--- config.mk ---
export PLATFORM = sky130hd
export DESIGN_NAME = xfifo_cell
export DESIGN_NICKNAME = d
export VERILOG_FILES = /design/src/rtl/xfifo_pkg.sv /design/src/rtl/xfifo_token.sv /design/src/rtl/xfifo_store.sv /design/src/rtl/xfifo_cell.sv
export SDC_FILE = /design/constraint.sdc
export NUM_CORES = 1
export LEC_CHECK = 0
export BUFFER_PORTS_ARGS = -buffer_cell sky130_fd_sc_hd__buf_2
export CORE_MARGIN = 1
export CORE_UTILIZATION = 59
export CTS_CLUSTER_SIZE = 28
export DETAILED_ROUTE_END_ITERATION = 16
export PLACE_DENSITY = 0.79
export RECOVER_POWER = 50
export SLEW_MARGIN = 20
export SYNTH_ARGS = -nofsm -noshare
export SYNTH_HDL_FRONTEND = slang
export SYNTH_HIERARCHICAL = 1
export SYNTH_SLANG_ARGS = --single-unit
--- constraint.sdc ---
create_clock -name clk -period 3.45 [get_ports clk]
set_clock_uncertainty 0.2 [all_clocks]
set_input_delay 0.1725 -clock clk [delete_from_list [all_inputs] [get_ports clk]]
set_output_delay 0.1725 -clock clk [all_outputs]
set_load 0.02 [all_outputs]
--- src/rtl/xfifo_pkg.sv ---
package xfifo_pkg;
    typedef enum logic {
        TOK_IDLE = 1'b0,
        TOK_HELD = 1'b1
    } tok_state_e;
endpackage

--- src/rtl/xfifo_token.sv ---
module xfifo_token
    import xfifo_pkg::*;
(
    input  logic clk,
    input  logic rst_n,
    input  logic bypass,
    input  logic start_held,
    input  logic grab,
    input  logic fire,
    input  logic at_last,
    output logic held,
    output logic pass
);
    tok_state_e state_q;
    tok_state_e state_d;

    // state register
    always_ff @(posedge clk) begin
        if (!rst_n) state_q <= start_held ? TOK_HELD : TOK_IDLE;
        else        state_q <= state_d;
    end

    // next state
    always_comb begin
        state_d = state_q;
        unique case (state_q)
            TOK_IDLE: if (grab && !bypass)            state_d = TOK_HELD;
            TOK_HELD: if (fire && at_last && !bypass) state_d = TOK_IDLE;
        endcase
    end

    // outputs
    always_comb begin
        held = bypass || (state_q == TOK_HELD);
        pass = !bypass && (state_q == TOK_HELD) && fire && at_last;
    end
endmodule

--- src/rtl/xfifo_store.sv ---
module xfifo_store #(
    parameter int W     = 9,
    parameter int DEPTH = 8
) (
    input  logic                         clk,
    input  logic                         rst_n,
    input  logic                         push,
    input  logic                         pop,
    input  logic [W-1:0]                 wdata,
    output logic [W-1:0]                 rdata,
    output logic [$clog2(DEPTH+1)-1:0]   occ,
    output logic                         full,
    output logic                         empty,
    output logic                         wr_last,
    output logic                         rd_last
);
    localparam int AW = (DEPTH > 1) ? $clog2(DEPTH) : 1;
    localparam int CW = $clog2(DEPTH+1);

    logic [W-1:0]  mem [DEPTH];
    logic [AW-1:0] wptr, rptr;

    always_ff @(posedge clk) begin
        if (push) mem[wptr] <= wdata;
    end

    always_ff @(posedge clk) begin
        if (!rst_n) begin
            wptr <= '0;
            rptr <= '0;
            occ  <= '0;
        end else begin
            if (push) wptr <= wr_last ? '0 : wptr + AW'(1);
            if (pop)  rptr <= rd_last ? '0 : rptr + AW'(1);
            if (push && !pop)      occ <= occ + CW'(1);
            else if (pop && !push) occ <= occ - CW'(1);
        end
    end

    always_comb begin
        rdata   = mem[rptr];
        full    = (occ == CW'(DEPTH));
        empty   = (occ == '0);
        wr_last = (wptr == AW'(DEPTH-1));
        rd_last = (rptr == AW'(DEPTH-1));
    end
endmodule

--- src/rtl/xfifo_cell.sv ---
module xfifo_cell #(
    parameter int W     = 9,
    parameter int DEPTH = 8
) (
    input  logic         clk,
    input  logic         rst_n,
    input  logic         solo,
    input  logic         first_load,
    input  logic         wr_en,
    input  logic [W-1:0] din,
    input  logic         rd_en,
    input  logic [1:0]   xp_in,
    output logic [1:0]   xp_out,
    output logic [W-1:0] dout,
    output logic         dout_vld,
    output logic         full,
    output logic         empty
);
    localparam int CW = $clog2(DEPTH+1);

    logic           wtok_held, rtok_held;
    logic           wpass, rpass;
    logic           wr_fire, rd_fire;
    logic           wr_last, rd_last;
    logic [W-1:0]   rdata;
    logic [CW-1:0]  occ;
    logic           half;

    xfifo_token u_wtok (
        .clk(clk), .rst_n(rst_n), .bypass(solo), .start_held(first_load),
        .grab(xp_in[0]), .fire(wr_fire), .at_last(wr_last),
        .held(wtok_held), .pass(wpass)
    );

    xfifo_token u_rtok (
        .clk(clk), .rst_n(rst_n), .bypass(solo), .start_held(first_load),
        .grab(xp_in[1]), .fire(rd_fire), .at_last(rd_last),
        .held(rtok_held), .pass(rpass)
    );

    xfifo_store #(.W(W), .DEPTH(DEPTH)) u_store (
        .clk(clk), .rst_n(rst_n), .push(wr_fire), .pop(rd_fire),
        .wdata(din), .rdata(rdata), .occ(occ), .full(full), .empty(empty),
        .wr_last(wr_last), .rd_last(rd_last)
    );

    always_comb begin
        wr_fire  = wr_en && wtok_held && !full;
        rd_fire  = rd_en && rtok_held && !empty;
        half     = (occ > CW'(DEPTH/2));
        dout_vld = rtok_held && !empty;
        dout     = dout_vld ? rdata : '0;
        xp_out   = solo ? {1'b0, half} : {rpass, wpass};
    end
endmodule

### Yosys cells after proc, flatten, opt, wreduce, memory -nomap -nowiden

Memory sizes are Yosys's and may differ from the RTL's. A register that Yosys moved wholly into a read port is not among the register bits.
Index checks and enable logic that the tools add are counted.
Widths: inputs -> output; s select.

* bits in registers: 12
* RAM bits: 72
* output and inout bits: 14
* word-level logic and storage cells: 63
* memories kept: 1

* add/subtract/negate cells: 4
* magnitude comparators: 1
* equal/unequal tests: 3
* muxes and demuxes: 19
* bitwise gates (word level): 2
* reductions and logical operators: 28

Memory list
* u_store.mem: depth 8, width 9, rd ports 1, clocked after memory_dff 1, wr ports 1, RTL line xfifo_store.sv:20 `logic [W-1:0] mem [DEPTH];`

Operators with widths (number)
* $logic_and 1x1->1: 19
* $mux 3: 4
* $mux 1: 9
* $mux 9: 1
* $mux 4: 2
* $add 3x1->3 const B: 2
* $eq 3x3->1 const B: 2
* $logic_not 1->1: 5
* $add 4x1->4 const B: 1
* $eq 4x4->1 const B: 1
* $gt 4x3->1 const B: 1
* $logic_not 4->1: 1
* $pmux 1 s2: 2
* $sub 4x1->4 const B: 1
* $logic_or 1x1->1: 2
* $mux 2: 1
* $not 1->1: 2
* $reduce_bool 2->1: 1

### Longest topological paths before layout

* word-level depth: 8
* depth in mapped cells: 12
* gate-level depth less buffers: 11

### Hierarchy

Netlist, hierarchy kept.

Modules (own cells, without submodules)
* xfifo_store: instances 1, cells each 178, area an instance 3442.1 um^2
* xfifo_token: instances 2, cells each 7, area an instance 70.1 um^2
* xfifo_cell: instances 1, cells each 19, area an instance 120.1 um^2

### Worst setup path before layout

Ideal clock, no wire load.

* path kind: flip-flop to flip-flop
* start: register u_store.occ[0]
* end: register u_store.occ[3]
* arrival: 3.033 ns
* slack: 0.145 ns
* cell stages (with the launch flop): 13
* path buffers: 1
* clock period less this slack: 3.305 ns
* path through: dfxtp_1 nor4_1 nor2b_4 buf_6 and2_1 inv_1 ha_1 inv_1 ha_1 a21oi_1 a211oi_1 a31oi_1 mux2i_1

* word-level cells in the longest chain between the ends: 6
* elaborated cells between the ends (all ways): 15
* those cells by class: add/sub: 2; eq/ne: 1; mux: 2; reduce/logical: 10

Ends and longest elaborated chain
* start, declared: RTL line xfifo_store.sv:11 `output logic [$clog2(DEPTH+1)-1:0] occ,`
* start signal, assigned: RTL line xfifo_store.sv:35 `if (push && !pop) occ <= occ + CW'(1);`
* start signal, assigned: RTL line xfifo_store.sv:36 `else if (pop && !push) occ <= occ - CW'(1);`
* $logic_not 4->1 *: RTL line xfifo_store.sv:43 `empty = (occ == '0);`
* named net empty: RTL line xfifo_cell.sv:17 `output logic empty`
* $logic_not 1->1 *: RTL line xfifo_cell.sv:49 `rd_fire = rd_en && rtok_held && !empty;`
* $logic_and 1x1->1 *: RTL line xfifo_cell.sv:49
* named net rd_fire: RTL line xfifo_cell.sv:23 `logic wr_fire, rd_fire;`
* $logic_not 1->1: RTL line xfifo_store.sv:35
* $logic_and 1x1->1: RTL line xfifo_store.sv:35
* $mux 4 or $reduce_bool 2->1 (tied branches)

The timed path passes the listed nets; every way through them passes the cells marked *. The select of a mux whose other input is x is not followed.
A chain may end at the register's enable or synchronous reset.

### Worst setup path after layout

* start: register u_store.occ[0]
* end: register u_store.occ[3]

* word-level cells in the longest chain between the ends: 6
* elaborated cells between the ends (all ways): 15
* those cells by class: add/sub: 2; eq/ne: 1; mux: 2; reduce/logical: 10

Ends and longest elaborated chain (RTL line)
* $logic_not 4->1 *: xfifo_store.sv:43
* $logic_not 1->1 *: xfifo_cell.sv:49
* $logic_and 1x1->1 *: xfifo_cell.sv:49
* named net rd_fire: xfifo_cell.sv:23
* $logic_not 1->1: xfifo_store.sv:35
* $logic_and 1x1->1: xfifo_store.sv:35
* $mux 4 or $reduce_bool 2->1 (tied branches)

Marked as above.

==> flow_metrics.env <==
export IMPL_instance_count_after_placement_with_tap_cells_included=317
export IMPL_worst_hold_path_num_cells=2
export IMPL_ys_async_sr_fraction=0
export IMPL_clock_tree_root_cell="sky130_fd_sc_hd__clkbuf_8"
export IMPL_largest_family_of_logic_cells_by_synthesized_area="multiplexers"
export IMPL_ys_warnings_count=6
export IMPL_critical_path_reg2reg_startpoint="u_store/occ[0]"
export IMPL_synthAdderAreaFrac=0.02906
export IMPL_grt_pass1_vias=1916
export IMPL_final_min_clock_period_ps=3151
export IMPL_grt_start_max_net_pins=19
export IMPL_cp_cell_instances="nor4_1 -> nor2b_4 -> and2_1 -> inv_1 -> ha_1 -> inv_1 -> ha_1 -> a21oi_1 -> a211oi_1 -> a31oi_1 -> mux2i_1"
export IMPL_static_leakage_power_nw=1.524
export IMPL_max_slew_margin=0.4770
export IMPL_synth_xor_xnor_area_share=0.004731
export IMPL_dp_hpwl_um=4094
export IMPL_final_setup_viol_count=0
export IMPL_critPathRequiredTime_ps=3530
export IMPL_synthDominantAreaCellType="sky130_fd_sc_hd__edfxtp_1"
export IMPL_worst_hold_path_endpoint="u_store/wptr[2]"
export IMPL_cts_tree="built"
export IMPL_min_delay_path_class="primary input to flop"
export IMPL_finalNetCount=291
export IMPL_postSynthCellCount=211
export IMPL_clock_insertion_delay_worst_skew_ps=340
export IMPL_cts_reportedPaths_clkPinSlew_ps=90
export IMPL_wl_um=6544
export IMPL_worst_path_largest_cell_delay_ps=620
export IMPL_drtAntennaViolNets=0
export IMPL_post_synth_main_area_contributors="sky130_fd_sc_hd__edfxtp_1 58%, sky130_fd_sc_hd__mux4_1 13%, sky130_fd_sc_hd__dfxtp_1 8.1%"
export IMPL_cts_repair_resized=0
export IMPL_ys_seq_area_frac=0.6651
export IMPL_netlist_area_leader_share=0.5840
export IMPL_max_clock_freq_mhz=317.3
export IMPL_die_height_um=81.22
export IMPL_max_cap_violations=0
export IMPL_synth_compound_area_frac=0.02332
export IMPL_ys_types=33
export IMPL_area_delta_synth_final_pct=16.19
export IMPL_tns_ps=0
export IMPL_drv_slew=0
export IMPL_vdd_ir_drop_max_mv=0.4124
export IMPL_synth_mux_area_frac=0.1659
export IMPL_dpl_cell_area_um2=3951
export IMPL_die_width_um=81.22
export IMPL_crit_path_top_delay_cell="sky130_fd_sc_hd__nor4_1"
export IMPL_floorplan_io_pins=31
export IMPL_via_count=1954
export IMPL_worstMarginPinSlew_ps=783.4
export IMPL_synth_area_per_cell_um2=17.55
export IMPL_layout_worst_path_cycle_share=0.9134
export IMPL_drt_first_iter_violations=158
export IMPL_tritoncts_num_buffers=9
export IMPL_initial_core_util=0.6180
export IMPL_power_per_cell_area_nw_per_um2=638.8
export IMPL_rsz0062_at_grt="false"
export IMPL_core_area_um2=5991
export IMPL_drcViolationCount=0
export IMPL_crit_buf_inv=2
export IMPL_total_power_w=0.002748
export IMPL_global_route_wire_length_before_repair_um=10070
export IMPL_timing_critical_path_to_type="flop"
export IMPL_result_of_the_run="finished, final reports clean"
export IMPL_synthMostInstantiatedCell="sky130_fd_sc_hd__edfxtp_1"
export IMPL_stdcell_area_um2=4302
export IMPL_synth_ff_latch_count=87
export IMPL_yosys_area_share_simple=0.09091
export IMPL_net_count_after_synthesis=236
export IMPL_netlist_top_cells_count="72 x sky130_fd_sc_hd__edfxtp_1, 18 x sky130_fd_sc_hd__mux4_1, 15 x sky130_fd_sc_hd__dfxtp_1"
export IMPL_layout_core_utilization=0.7180
export IMPL_core_rows=28
export IMPL_routabilityCongestion=0.7841
export IMPL_cts_sinks=87
export IMPL_start_kind="flop"
export IMPL_die_area_um2=6596
export IMPL_synth_enable_flop_cells=72
export IMPL_antenna_found_initial=0
export IMPL_crit_reg_reg_endpoint="u_store/occ[3]"
export IMPL_antennaDiodeCount=0
export IMPL_globalRouteTotalUtil=0.2249
export IMPL_worstSetupPathType="flop to flop"
export IMPL_final_cells=346
export IMPL_cp_data_arrival_time_ps=3230
export IMPL_route_detailed_wl_per_inst_um=18.91
export IMPL_firstDrtPassIters=4
export IMPL_htreeDepth=3
export IMPL_reg2regPathDepth=11
export IMPL_critical_path_top_delay_family="simple AND/OR/NAND/NOR gates"
export IMPL_globalRouteOverflowTotal=0
export IMPL_place_port_buffers=30
export IMPL_detail_route_vias_per_cell=5.647
export IMPL_regToRegSetupSlack_ps=300
export IMPL_cts_path_max_buffers=2
export IMPL_drive_gt1_frac=0.1993
export IMPL_postSynth_topFlopCell="sky130_fd_sc_hd__edfxtp_1"
export IMPL_min_delay_start="rst_n"
export IMPL_crit_fanout=11
export IMPL_synth_area_um2=3702
export IMPL_hold_viol_final=0
==> registers in the layout, summed over array words and instances (netlist names), named ones only <==
signal          count
u_wtok/state_q      1
u_rtok/state_q      1
u_store/wptr        3
u_store/rptr        3
u_store/occ         4
u_store/mem        72
==> cell families after synthesis <==
group,Yosys count
flip-flops,87
AND/OR/NAND/NOR,59
multiplexers,31
AO/OA/AOI/OAI,12
buffers and inverters,12
adder cells (fa/ha/maj),8
XOR/XNOR,2
==> area by class of cell <==
class / instances / area (um^2)
clock buffer: 9 / 123.9
clock inverter: 7 / 118.9
fill: 384 / 1689
inverter: 4 / 15.01
multi-input combinational: 112 / 1162
sequential: 87 / 2462
tap: 75 / 93.84
timing repair buffer: 52 / 325.3
==> layout by cell type, fill, tap and decap left out, types with 2 or more instances in the layout <==
master                           n
sky130_fd_sc_hd__mux2i_1         4
sky130_fd_sc_hd__mux2_2          9
sky130_fd_sc_hd__buf_2          18
sky130_fd_sc_hd__clkbuf_1       14
sky130_fd_sc_hd__a21oi_1         3
sky130_fd_sc_hd__bufinv_16       3
sky130_fd_sc_hd__nand2b_2        2
sky130_fd_sc_hd__nor2b_1         8
sky130_fd_sc_hd__xnor2_1         2
sky130_fd_sc_hd__or2_1           2
sky130_fd_sc_hd__clkbuf_8        9
sky130_fd_sc_hd__and4b_1         2
sky130_fd_sc_hd__ha_1            7
sky130_fd_sc_hd__edfxtp_1       72
sky130_fd_sc_hd__a221oi_2        2
sky130_fd_sc_hd__dlygate4sd3_1  13
sky130_fd_sc_hd__nand2b_1        4
sky130_fd_sc_hd__o21ai_0         3
sky130_fd_sc_hd__buf_4           7
sky130_fd_sc_hd__and2_1         13
sky130_fd_sc_hd__mux4_1         18
sky130_fd_sc_hd__a31oi_1         2
sky130_fd_sc_hd__nand2_1         8
sky130_fd_sc_hd__nor2_1         12
sky130_fd_sc_hd__inv_1           4
sky130_fd_sc_hd__dfxtp_1        15
sky130_fd_sc_hd__nor3_1          3
==> worst max-delay path by stage <==
| stage | startpoint | cells after the start | slack [ps] | end |
|---|---|---|---|---|
| detailed placement | u_store/occ[0] | 11 | 340 | u_store/occ[3] |
| CTS | u_store/occ[0] | 11 | 320 | u_store/occ[3] |
| floorplan | u_store/occ[0] | 12 | 150 | u_store/occ[3] |
| global placement | u_store/occ[0] | 11 | 550 | u_store/occ[3] |
| finish | u_store/occ[0] | 11 | 300 | u_store/occ[3] |
| global route | u_store/occ[0] | 11 | 40 | u_store/occ[3] |
==> routing by layer <==
layer | wire, um | part of all wire | vias up | global-route usage
li1 | - | - | 939 | -
met1 | 2820 | 0.43 | 968 | 0.2990
met2 | 3338 | 0.51 | 41 | 0.3706
met3 | 318 | 0.049 | 6 | 0.03708
met4 | 67 | 0.010 | 0 | 0.09107
met5 | 0 | 0 | - | 0
==> metrics by stage <==
step / hold slack, ps / worst slack, ps
finish: 36.73 / 298.8
global route: 34.42 / 43.05
CTS: 27.52 / 315.2
detailed placement: 243.7 / 344.7
global placement: 234.5 / 551.0
floorplan: 60.75 / 145.2
==> where the power goes <==
group	internal (W)	leakage [nW]	switching, W
Combinational	0.000310	0.631	0.000350
Clock	0.000482	0.117	0.000352
Sequential	0.00120	0.775	0.0000513
==> what timing repair did <==
| item | in CTS | in global routing |
|---|---|---|
| hold buffers | 13 | 0 |
| endpoints found under the hold margin | 74 | 0 |
| setup buffers | 0 | 0 |
No activity file was read; power rests on OpenSTA's default activity.
